[src/rtl/vgu_pkg.sv]
package vgu_pkg;

    typedef struct packed {
        logic hs_n;
        logic vs_n;
        logic de;
    } vgu_sync_t;

    localparam vgu_sync_t SYNC_IDLE = '{hs_n: 1'b1, vs_n: 1'b1, de: 1'b0};

    // half-open span test on a counter value
    function automatic logic in_span(input logic [15:0] v,
                                     input logic [15:0] lo,
                                     input logic [15:0] hi);
        return (v >= lo) && (v < hi);
    endfunction

endpackage

[src/rtl/vgu_raster.sv]
module vgu_raster #(
    parameter int H_TOT = 800,
    parameter int V_TOT = 525,
    parameter int XW    = 10,
    parameter int YW    = 10
) (
    input  logic          clk,
    input  logic          rst_n,
    output logic [XW-1:0] x,
    output logic [YW-1:0] y,
    output logic          line_last,
    output logic          frame_last
);
    typedef struct packed {
        logic [XW-1:0] x;
        logic [YW-1:0] y;
    } pos_t;

    pos_t pos_d, pos_q;

    assign line_last  = (pos_q.x == XW'(H_TOT - 1));
    assign frame_last = line_last && (pos_q.y == YW'(V_TOT - 1));

    always_comb begin
        pos_d = pos_q;
        if (line_last) begin
            pos_d.x = '0;
            pos_d.y = frame_last ? '0 : pos_q.y + YW'(1);
        end else begin
            pos_d.x = pos_q.x + XW'(1);
        end
    end

    always_ff @(posedge clk or negedge rst_n) begin
        if (!rst_n) pos_q <= '0;
        else        pos_q <= pos_d;
    end

    assign x = pos_q.x;
    assign y = pos_q.y;
endmodule

[src/rtl/vgu_fetch.sv]
module vgu_fetch #(
    parameter int SRC_W      = 80,
    parameter int SCALE_LOG2 = 3,
    parameter int H_VIS      = 640,
    parameter int V_VIS      = 480,
    parameter int XW         = 10,
    parameter int YW         = 10,
    parameter int AW         = 13
) (
    input  logic          clk,
    input  logic          rst_n,
    input  logic [XW-1:0] x,
    input  logic [YW-1:0] y,
    input  logic          line_last,
    input  logic          frame_last,
    output logic [AW-1:0] rd_addr
);
    typedef struct packed {
        logic [AW-1:0] row_base;
    } fetch_t;

    fetch_t st_d, st_q;
    logic [YW:0]   y_inc;
    logic          visible;
    logic [XW-1:0] col;

    assign y_inc   = {1'b0, y} + (YW+1)'(1);
    assign visible = (x < XW'(H_VIS)) && (y < YW'(V_VIS));
    assign col     = x >> SCALE_LOG2;

    always_comb begin
        st_d = st_q;
        if (frame_last) begin
            st_d.row_base = '0;
        end else if (line_last && (y_inc[SCALE_LOG2-1:0] == '0)
                     && (y_inc < (YW+1)'(V_VIS))) begin
            st_d.row_base = st_q.row_base + AW'(SRC_W);
        end
    end

    always_ff @(posedge clk or negedge rst_n) begin
        if (!rst_n) st_q <= '0;
        else        st_q <= st_d;
    end

    // issued from the counter, one clock ahead of the registered pixel stage
    assign rd_addr = visible ? (st_q.row_base + AW'(col)) : '0;
endmodule

[src/rtl/vgu_out_stage.sv]
module vgu_out_stage
    import vgu_pkg::*;
#(
    parameter int H_VIS  = 640,
    parameter int V_VIS  = 480,
    parameter int H_FP   = 16,
    parameter int H_SYNC = 96,
    parameter int V_FP   = 10,
    parameter int V_SYNC = 2,
    parameter int H_TOT  = 800,
    parameter int V_TOT  = 525,
    parameter int XW     = 10,
    parameter int YW     = 10,
    parameter int PIX_W  = 8
) (
    input  logic             clk,
    input  logic             rst_n,
    input  logic [XW-1:0]    x,
    input  logic [YW-1:0]    y,
    input  logic [PIX_W-1:0] rd_data,
    output logic [XW-1:0]    x_o,
    output logic [YW-1:0]    y_o,
    output logic             hs_n,
    output logic             vs_n,
    output logic             de,
    output logic [PIX_W-1:0] pix
);
    localparam int HS_LO = H_VIS + H_FP;
    localparam int HS_HI = HS_LO + H_SYNC;
    localparam int VS_LO = V_VIS + V_FP;
    localparam int VS_HI = VS_LO + V_SYNC;

    typedef struct packed {
        logic [XW-1:0] x;
        logic [YW-1:0] y;
        vgu_sync_t     s;
    } out_t;

    out_t st_d, st_q;

    always_comb begin
        st_d.x      = x;
        st_d.y      = y;
        st_d.s.de   = (x < XW'(H_VIS)) && (y < YW'(V_VIS));
        st_d.s.hs_n = !in_span(16'(x), 16'(HS_LO), 16'(HS_HI));
        st_d.s.vs_n = !in_span(16'(y), 16'(VS_LO), 16'(VS_HI));
    end

    always_ff @(posedge clk or negedge rst_n) begin
        if (!rst_n) begin
            st_q.x <= XW'(H_TOT - 1);
            st_q.y <= YW'(V_TOT - 1);
            st_q.s <= SYNC_IDLE;
        end else begin
            st_q <= st_d;
        end
    end

    assign x_o  = st_q.x;
    assign y_o  = st_q.y;
    assign hs_n = st_q.s.hs_n;
    assign vs_n = st_q.s.vs_n;
    assign de   = st_q.s.de;
    assign pix  = st_q.s.de ? rd_data : '0;
endmodule

[src/rtl/vga_upscaler.sv]
module vga_upscaler #(
    parameter int SRC_W      = 80,
    parameter int SRC_H      = 60,
    parameter int SCALE_LOG2 = 3,
    parameter int PIX_W      = 8,
    parameter int H_FP       = 16,
    parameter int H_SYNC     = 96,
    parameter int H_BP       = 48,
    parameter int V_FP       = 10,
    parameter int V_SYNC     = 2,
    parameter int V_BP       = 33,
    // derived values, left at their defaults
    parameter int H_VIS      = SRC_W << SCALE_LOG2,
    parameter int V_VIS      = SRC_H << SCALE_LOG2,
    parameter int H_TOT      = H_VIS + H_FP + H_SYNC + H_BP,
    parameter int V_TOT      = V_VIS + V_FP + V_SYNC + V_BP,
    parameter int XW         = $clog2(H_TOT),
    parameter int YW         = $clog2(V_TOT),
    parameter int AW         = $clog2(SRC_W * SRC_H)
) (
    input  logic             clk,
    input  logic             rst_n,
    output logic [AW-1:0]    rd_addr_o,
    input  logic [PIX_W-1:0] rd_data_i,
    output logic             hsync_n_o,
    output logic             vsync_n_o,
    output logic             de_o,
    output logic [XW-1:0]    x_o,
    output logic [YW-1:0]    y_o,
    output logic [PIX_W-1:0] pix_o
);
    logic [XW-1:0] cnt_x;
    logic [YW-1:0] cnt_y;
    logic          line_last;
    logic          frame_last;

    vgu_raster #(.H_TOT(H_TOT), .V_TOT(V_TOT), .XW(XW), .YW(YW)) u_raster (
        .clk        (clk),
        .rst_n      (rst_n),
        .x          (cnt_x),
        .y          (cnt_y),
        .line_last  (line_last),
        .frame_last (frame_last)
    );

    vgu_fetch #(
        .SRC_W(SRC_W), .SCALE_LOG2(SCALE_LOG2), .H_VIS(H_VIS), .V_VIS(V_VIS),
        .XW(XW), .YW(YW), .AW(AW)
    ) u_fetch (
        .clk        (clk),
        .rst_n      (rst_n),
        .x          (cnt_x),
        .y          (cnt_y),
        .line_last  (line_last),
        .frame_last (frame_last),
        .rd_addr    (rd_addr_o)
    );

    vgu_out_stage #(
        .H_VIS(H_VIS), .V_VIS(V_VIS), .H_FP(H_FP), .H_SYNC(H_SYNC),
        .V_FP(V_FP), .V_SYNC(V_SYNC), .H_TOT(H_TOT), .V_TOT(V_TOT),
        .XW(XW), .YW(YW), .PIX_W(PIX_W)
    ) u_out (
        .clk     (clk),
        .rst_n   (rst_n),
        .x       (cnt_x),
        .y       (cnt_y),
        .rd_data (rd_data_i),
        .x_o     (x_o),
        .y_o     (y_o),
        .hs_n    (hsync_n_o),
        .vs_n    (vsync_n_o),
        .de      (de_o),
        .pix     (pix_o)
    );
endmodule

[config.mk]
export PLATFORM = sky130hd
export DESIGN_NAME = vga_upscaler
export DESIGN_NICKNAME = d
export VERILOG_FILES = /design/src/rtl/vgu_pkg.sv /design/src/rtl/vgu_raster.sv /design/src/rtl/vgu_fetch.sv /design/src/rtl/vgu_out_stage.sv /design/src/rtl/vga_upscaler.sv
export SDC_FILE = /design/constraint.sdc
export NUM_CORES = 1
export LEC_CHECK = 0
export BUFFER_PORTS_ARGS = -buffer_cell sky130_fd_sc_hd__buf_2
export CAP_MARGIN = 15
export CORE_UTILIZATION = 35
export CTS_CLUSTER_SIZE = 10
export DETAILED_ROUTE_END_ITERATION = 7
export PLACE_DENSITY = 0.54
export SLEW_MARGIN = 20
export SYNTH_ARGS = -nofsm -noshare
export SYNTH_HDL_FRONTEND = slang
export SYNTH_HIERARCHICAL = 1
export SYNTH_SLANG_ARGS = --single-unit
[constraint.sdc]
create_clock -name clk -period 5.09 [get_ports clk]
set_clock_uncertainty 0.15 [all_clocks]
set_input_delay 0.7635 -clock clk [delete_from_list [all_inputs] [get_ports clk]]
set_output_delay 0.7635 -clock clk [all_outputs]
set_load 0.02 [all_outputs]
* Yosys cells after proc, flatten, opt, wreduce, memory -nomap -nowiden
Index checks and enable logic that the tools add are counted.
** Storage, ports and cells
- Register bits :: 56
- Latch bits :: 0
- Bits in writable memories :: 0
- ROM bits :: 0
- Word-level logic and storage cells :: 38
- Memories kept :: 0
** Operators by class
- Add/sub/neg operators :: 5
- Multiply operators :: 0
- Div/mod/pow operators :: 0
- Order comparisons :: 7
- Equal/unequal tests :: 2
- Shift-type cells :: 0
- Muxes and demuxes :: 6
- Bitwise operators :: 0
- Reductions and logical operators :: 10
** Operator list (number)
- $mux 13 :: 3
- $add 10x1->10 const B :: 2
- $eq 10x10->1 const B :: 2
- $lt 10x10->1 const B :: 2
- $lt 10x9->1 const B :: 2
- $mux 10 :: 2
- $add 13x7->13 :: 1
- $add 13x7->13 const B :: 1
- $add 10x1->11 const B :: 1
- $lt 11x9->1 const B :: 1
- $ge 10x10->1 const B :: 1
- $ge 10x9->1 const B :: 1
- $mux 8 :: 1
- $logic_and 1x1->1 :: 6
- $logic_not 3->1 :: 1
- $logic_not 1->1 :: 2
- $reduce_bool 2->1 :: 1

* Depth between registers and ports, before layout
- Depth in word-level cells :: 6
- Depth in mapped cells :: 8

* Hierarchy
Netlist, hierarchy kept.
** By module, submodules not included
- vgu_raster :: times used 1, cells an instance 95, area each 1031.0 sq um, sequential area each 500.5 sq um
- vgu_fetch :: times used 1, cells an instance 98, area each 798.3 sq um, sequential area each 225.2 sq um
- vgu_out_stage :: times used 1, cells an instance 41, area each 703.2 sq um, sequential area each 590.6 sq um

* Least setup slack after synthesis
OpenSTA, ideal clock, no wires.
- Path kind :: flip-flop to output port
- From :: register u_raster.pos_q (netlist bit u_raster/x[8])
- To :: output rd_addr_o[8]
- Data arrival time :: 1869 ps
- Required time :: 4177 ps
- Setup slack :: 2307 ps
- Cell stages (with the launch flop) :: 6
- Path buffers :: 0
- Cell sequence :: dfrtp_1 > ha_1 > a21o_1 > a211oi_1 > o21ai_0 > a21oi_1
** Between the ends
- Cells in the longest elaborated chain, start to end :: 3
- Elaborated cells between the ends (all ways) :: 4
** RTL lines
- start, declared :: line vgu_raster.sv:19 : pos_t pos_d, pos_q;
- start signal, assigned :: line vgu_raster.sv:36 : else pos_q <= pos_d;
- branches (longest 2 deep; another with $add 13x7->13)
- $mux 13 * :: line vgu_fetch.sv:47 : assign rd_addr = visible ? (st_q.row_base + AW'(col)) : '0;
- end, declared :: line vga_upscaler.sv:23 : output logic [AW-1:0] rd_addr_o,
Every way passes the cells marked *.

* Final worst setup path
Ends and elaborated chain as after synthesis.

==> reports/metrics.csv <==
stage,metric,value,unit
critical_path,WP data required,4.18,ns
global_route,pin count of the biggest net entering global routing,53,
critical_path,crit-path cells,ha_1 > a21o_1 > a211oi_1 > o21ai_0 > a21oi_1 > buf_2,
detailed_routing,routed len/inst,13.47,µm
critical_path,RR Startpoint,u_raster/x[5],
placed_design,Port Buffer Count,53,
logic_synthesis,Synthesized Nets,252,
critical_path,"slowest stage delay, CP",0.54,ns
placed_design,DP Cell Count,378,
detailed_routing,Routed Wire Length,5201,µm
status,outcome,finished clean,
logic_synthesis,"EDFF count, synth",0,
placed_design,Final HPWL DP,3639,µm
global_route,vias in the first global route,1806,
cells_and_area,Antenna diodes,0,
critical_path,WP data arrival,2.43,ns
clocking,CTS tree,built,
critical_path,Crit. End Element,primary output,
cells_and_area,Area Growth Syn to Fin,18.73,%
critical_path,Critical-path top delay cell,dfrtp_1,
detailed_routing,Iteration-0 DRC Markers,74,
floorplanning,die height,87.06,µm
clocking,post-cts repair resize count,0,
logic_synthesis,Synth Instances,234,
power_and_ir_drop,Leak,1.444,nW
critical_path,worst-path fanout max,11,
global_route,first-pass GRT wire length,8804,µm
min_path,HP Start,u_raster/x[1],
cells_and_area,filler cell count,704,
timing,final hold viol count,0,
clocking,cts hold-fix bufs,0,
logic_synthesis,synth unique cells,48,
floorplanning,die width,87.06,µm
timing,Slew HR,49.41,%
timing,setup TNS,0,ns
power_and_ir_drop,power density cells,238.2,nW/µm²
floorplanning,Rows,30,
cells_and_area,Non-Filler Instances,386,
timing,max-slew violations,0,
clocking,# Post-CTS Setup Buffers,0,
timing,RSZ-0062 raised after global routing,no,
timing,Max Freq,299.5,MHz
floorplanning,Ports,54,
detailed_routing,Vias/cell,5.018,
logic_synthesis,post-synthesis sequential area ratio,51.98,%
logic_synthesis,Most used DFF post-synth,dfrtp_1,
clocking,CTS sink cnt,52,
detailed_routing,total number of vias,1937,
placed_design,RePlAce Congestion,0.7792,
logic_synthesis,synthesized cell area,2532,µm²
logic_synthesis,Yosys warning total,6,
clocking,"Clk Latency, worst-skew pair",0.30,ns
floorplanning,Die ar.,7579,µm²
detailed_routing,DRT Pass-1 Iters,4,
floorplanning,core outline area,6907,µm²
min_path,hold path depth,0,
logic_synthesis,"FFs w/ async S/R, synth",100.0,%
detailed_routing,remaining antenna violation count,0,
clocking,CTS buffer count,5,
global_route,GRT Util Overall,15.12,%
critical_path,r2r worst-path depth,6,
clocking,CTS Buffer Depth,2,
logic_synthesis,Yosys reg bits,52,
cells_and_area,share of cells above drive strength 1,29.31,%
min_path,HP Class,register to register,
timing,endpoints failing setup,0,
global_route,grt total ovfl,0,
flow_run,max cap viols,0,
critical_path,critical path launch point type,register,
timing,Final min period,3.339,ns
clocking,clock slew at the register clock pins of the worst setup and hold paths,0.09,ns
power_and_ir_drop,maximum vdd drop,0.0001222,V
logic_synthesis,Post-Syn Area per Cell,10.82,µm²
cells_and_area,final net count,307,
critical_path,Reg-to-Reg End,u_fetch/st_q[10],
timing,Worst Tran Pin Value,0.7531,ns
floorplanning,Initial Util,36.67,%
clocking,clk root buf,clkbuf_8,
critical_path,reg2reg setup slack,2.16,ns
detailed_routing,drc violations,0,
clocking,htree depth,2,
min_path,Hold EP,u_out/x_o[1],
global_route,initial antenna violation count,0,
critical_path,critical path type,register to primary output,
timing,Final period util,65.59,%
[cells in the final DEF, fill, tap and decap left out, types with 5 or more instances in the layout]
master	Yosys	layout
nand4_1	6	6
nor2_1	20	20
nand3_1	14	14
clkbuf_8	0	5
dfstp_2	12	12
o21ai_0	8	8
and3_1	6	6
or4_1	6	6
buf_2	2	53
xnor2_1	11	11
xor2_1	9	9
or3_1	8	8
inv_1	6	6
dfrtp_1	40	40
and2_1	14	14
a21oi_1	13	13
nand2_1	7	7
ha_1	8	8
o31ai_1	5	5
[state kept, by name (all words and copies together) (netlist names)]
register / cells
u_out/de: 1
u_out/vs_n: 1
u_raster/y: 10
u_out/x_o: 10
u_out/hs_n: 1
u_out/y_o: 10
u_fetch/st_q: 9
u_raster/x: 10
[cells by family (layout without fill, tap and decap cells)]
group                    Yosys count  in the layout  share of synthesized area [%]
multiplexers                       1              1                         0.3953
AND/OR/NAND/NOR                   98             98                          23.96
flip-flops                        52             52                          51.98
XOR/XNOR                          20             20                          6.917
other                              1              1                         0.1481
adder cells (fa/ha/maj)            8              8                          3.953
buffers and inverters             13             69                          2.520
AO/OA/AOI/OAI                     41             41                          10.13
[metrics by stage]
step | util [%] | setup WS [ns] | power (mW) | cell area [µm²] | hold WS [ns]
after global routing | 43.53 | 1.519 | 0.7451 | 3007 | 0.3029
after global placement | 41.88 | 1.992 | 0.4462 | 2893 | 0.2550
after detailed placement | 41.88 | 1.960 | 0.4462 | 2893 | 0.2580
final | 43.53 | 1.751 | 0.7162 | 3007 | 0.2887
after CTS | 43.44 | 1.751 | 0.7264 | 3000 | 0.2870
after floorplan | - | 2.307 | 0.4304 | 2532 | 0.2418
[critical path: cells and delay by family, from the launching register on]
kind / cells / cell delay [ns]
buf+inv: 1 / 0.18
fa+ha+maj: 1 / 0.40
flops: 1 / 0.54
compound gates: 4 / 1.01
[Yosys cell counts (2+ instances only)]
master	n	area, µm²
a21oi_1	13	65.06
o31ai_1	5	37.54
dfrtp_1	40	1001
or4_1	6	45.04
o211ai_1	2	15.01
nor2_1	20	75.07
nor3_1	2	10.01
xor2_1	9	78.83
o21a_1	2	15.01
o21ai_1	2	10.01
o2111ai_1	2	17.52
and3_1	6	37.54
or3_1	8	50.05
and2_1	14	87.58
nand3_1	14	70.07
nor4_4	2	42.54
xnor2_1	11	96.34
ha_1	8	100.1
o21ai_2	2	17.52
dfstp_2	12	315.3
nand4_1	6	37.54
buf_2	2	10.01
inv_1	6	22.52
o21ai_0	8	40.04
clkbuf_1	2	7.510
nand2_1	7	26.28
nor4_1	2	12.51
[report_power, final]
| group | total, mW | switching [mW] | internal, mW |
|---|---|---|---|
| Combinational | 0.0241 | 0.0161 | 0.00798 |
| Sequential | 0.413 | 0 | 0.413 |
| Clock | 0.279 | 0.133 | 0.146 |
[area by class of cell]
class / count / area (µm²) / share of cell area, %
sequential: 52 / 1316 / 43.78
tap: 96 / 120.1 / 3.995
multi-input combinational: 169 / 1159 / 38.54
inverter: 7 / 31.28 / 1.040
clock inverter: 2 / 35.03 / 1.165
clock buffer: 6 / 72.57 / 2.414
timing repair buffer: 54 / 272.8 / 9.072
[per-layer routing]
layer  vias to the layer above  global-route usage [%]  part of all wire (%)
met1                       943                   20.34                    47
met2                        41                   24.70                    47
met5                         -                       0                     0
met4                         0                   4.091                   1.2
li1                        948                       -                     -
met3                         5                   3.223                   4.4
[how the worst max path moves through the flow]
stage / from / endpoint / slack, ns / cells after the start
after global routing: u_raster/x[8] / rd_addr_o[8] / 1.52 / 6
after floorplan: u_raster/x[8] / rd_addr_o[8] / 2.31 / 5
after detailed placement: u_raster/x[5] / u_fetch/st_q[10] / 1.96 / 6
final: u_raster/x[8] / rd_addr_o[8] / 1.75 / 6
after global placement: u_raster/x[5] / u_fetch/st_q[12] / 1.99 / 6
after CTS: u_raster/x[8] / rd_addr_o[8] / 1.75 / 6
(Power assumes the default switching activity.)
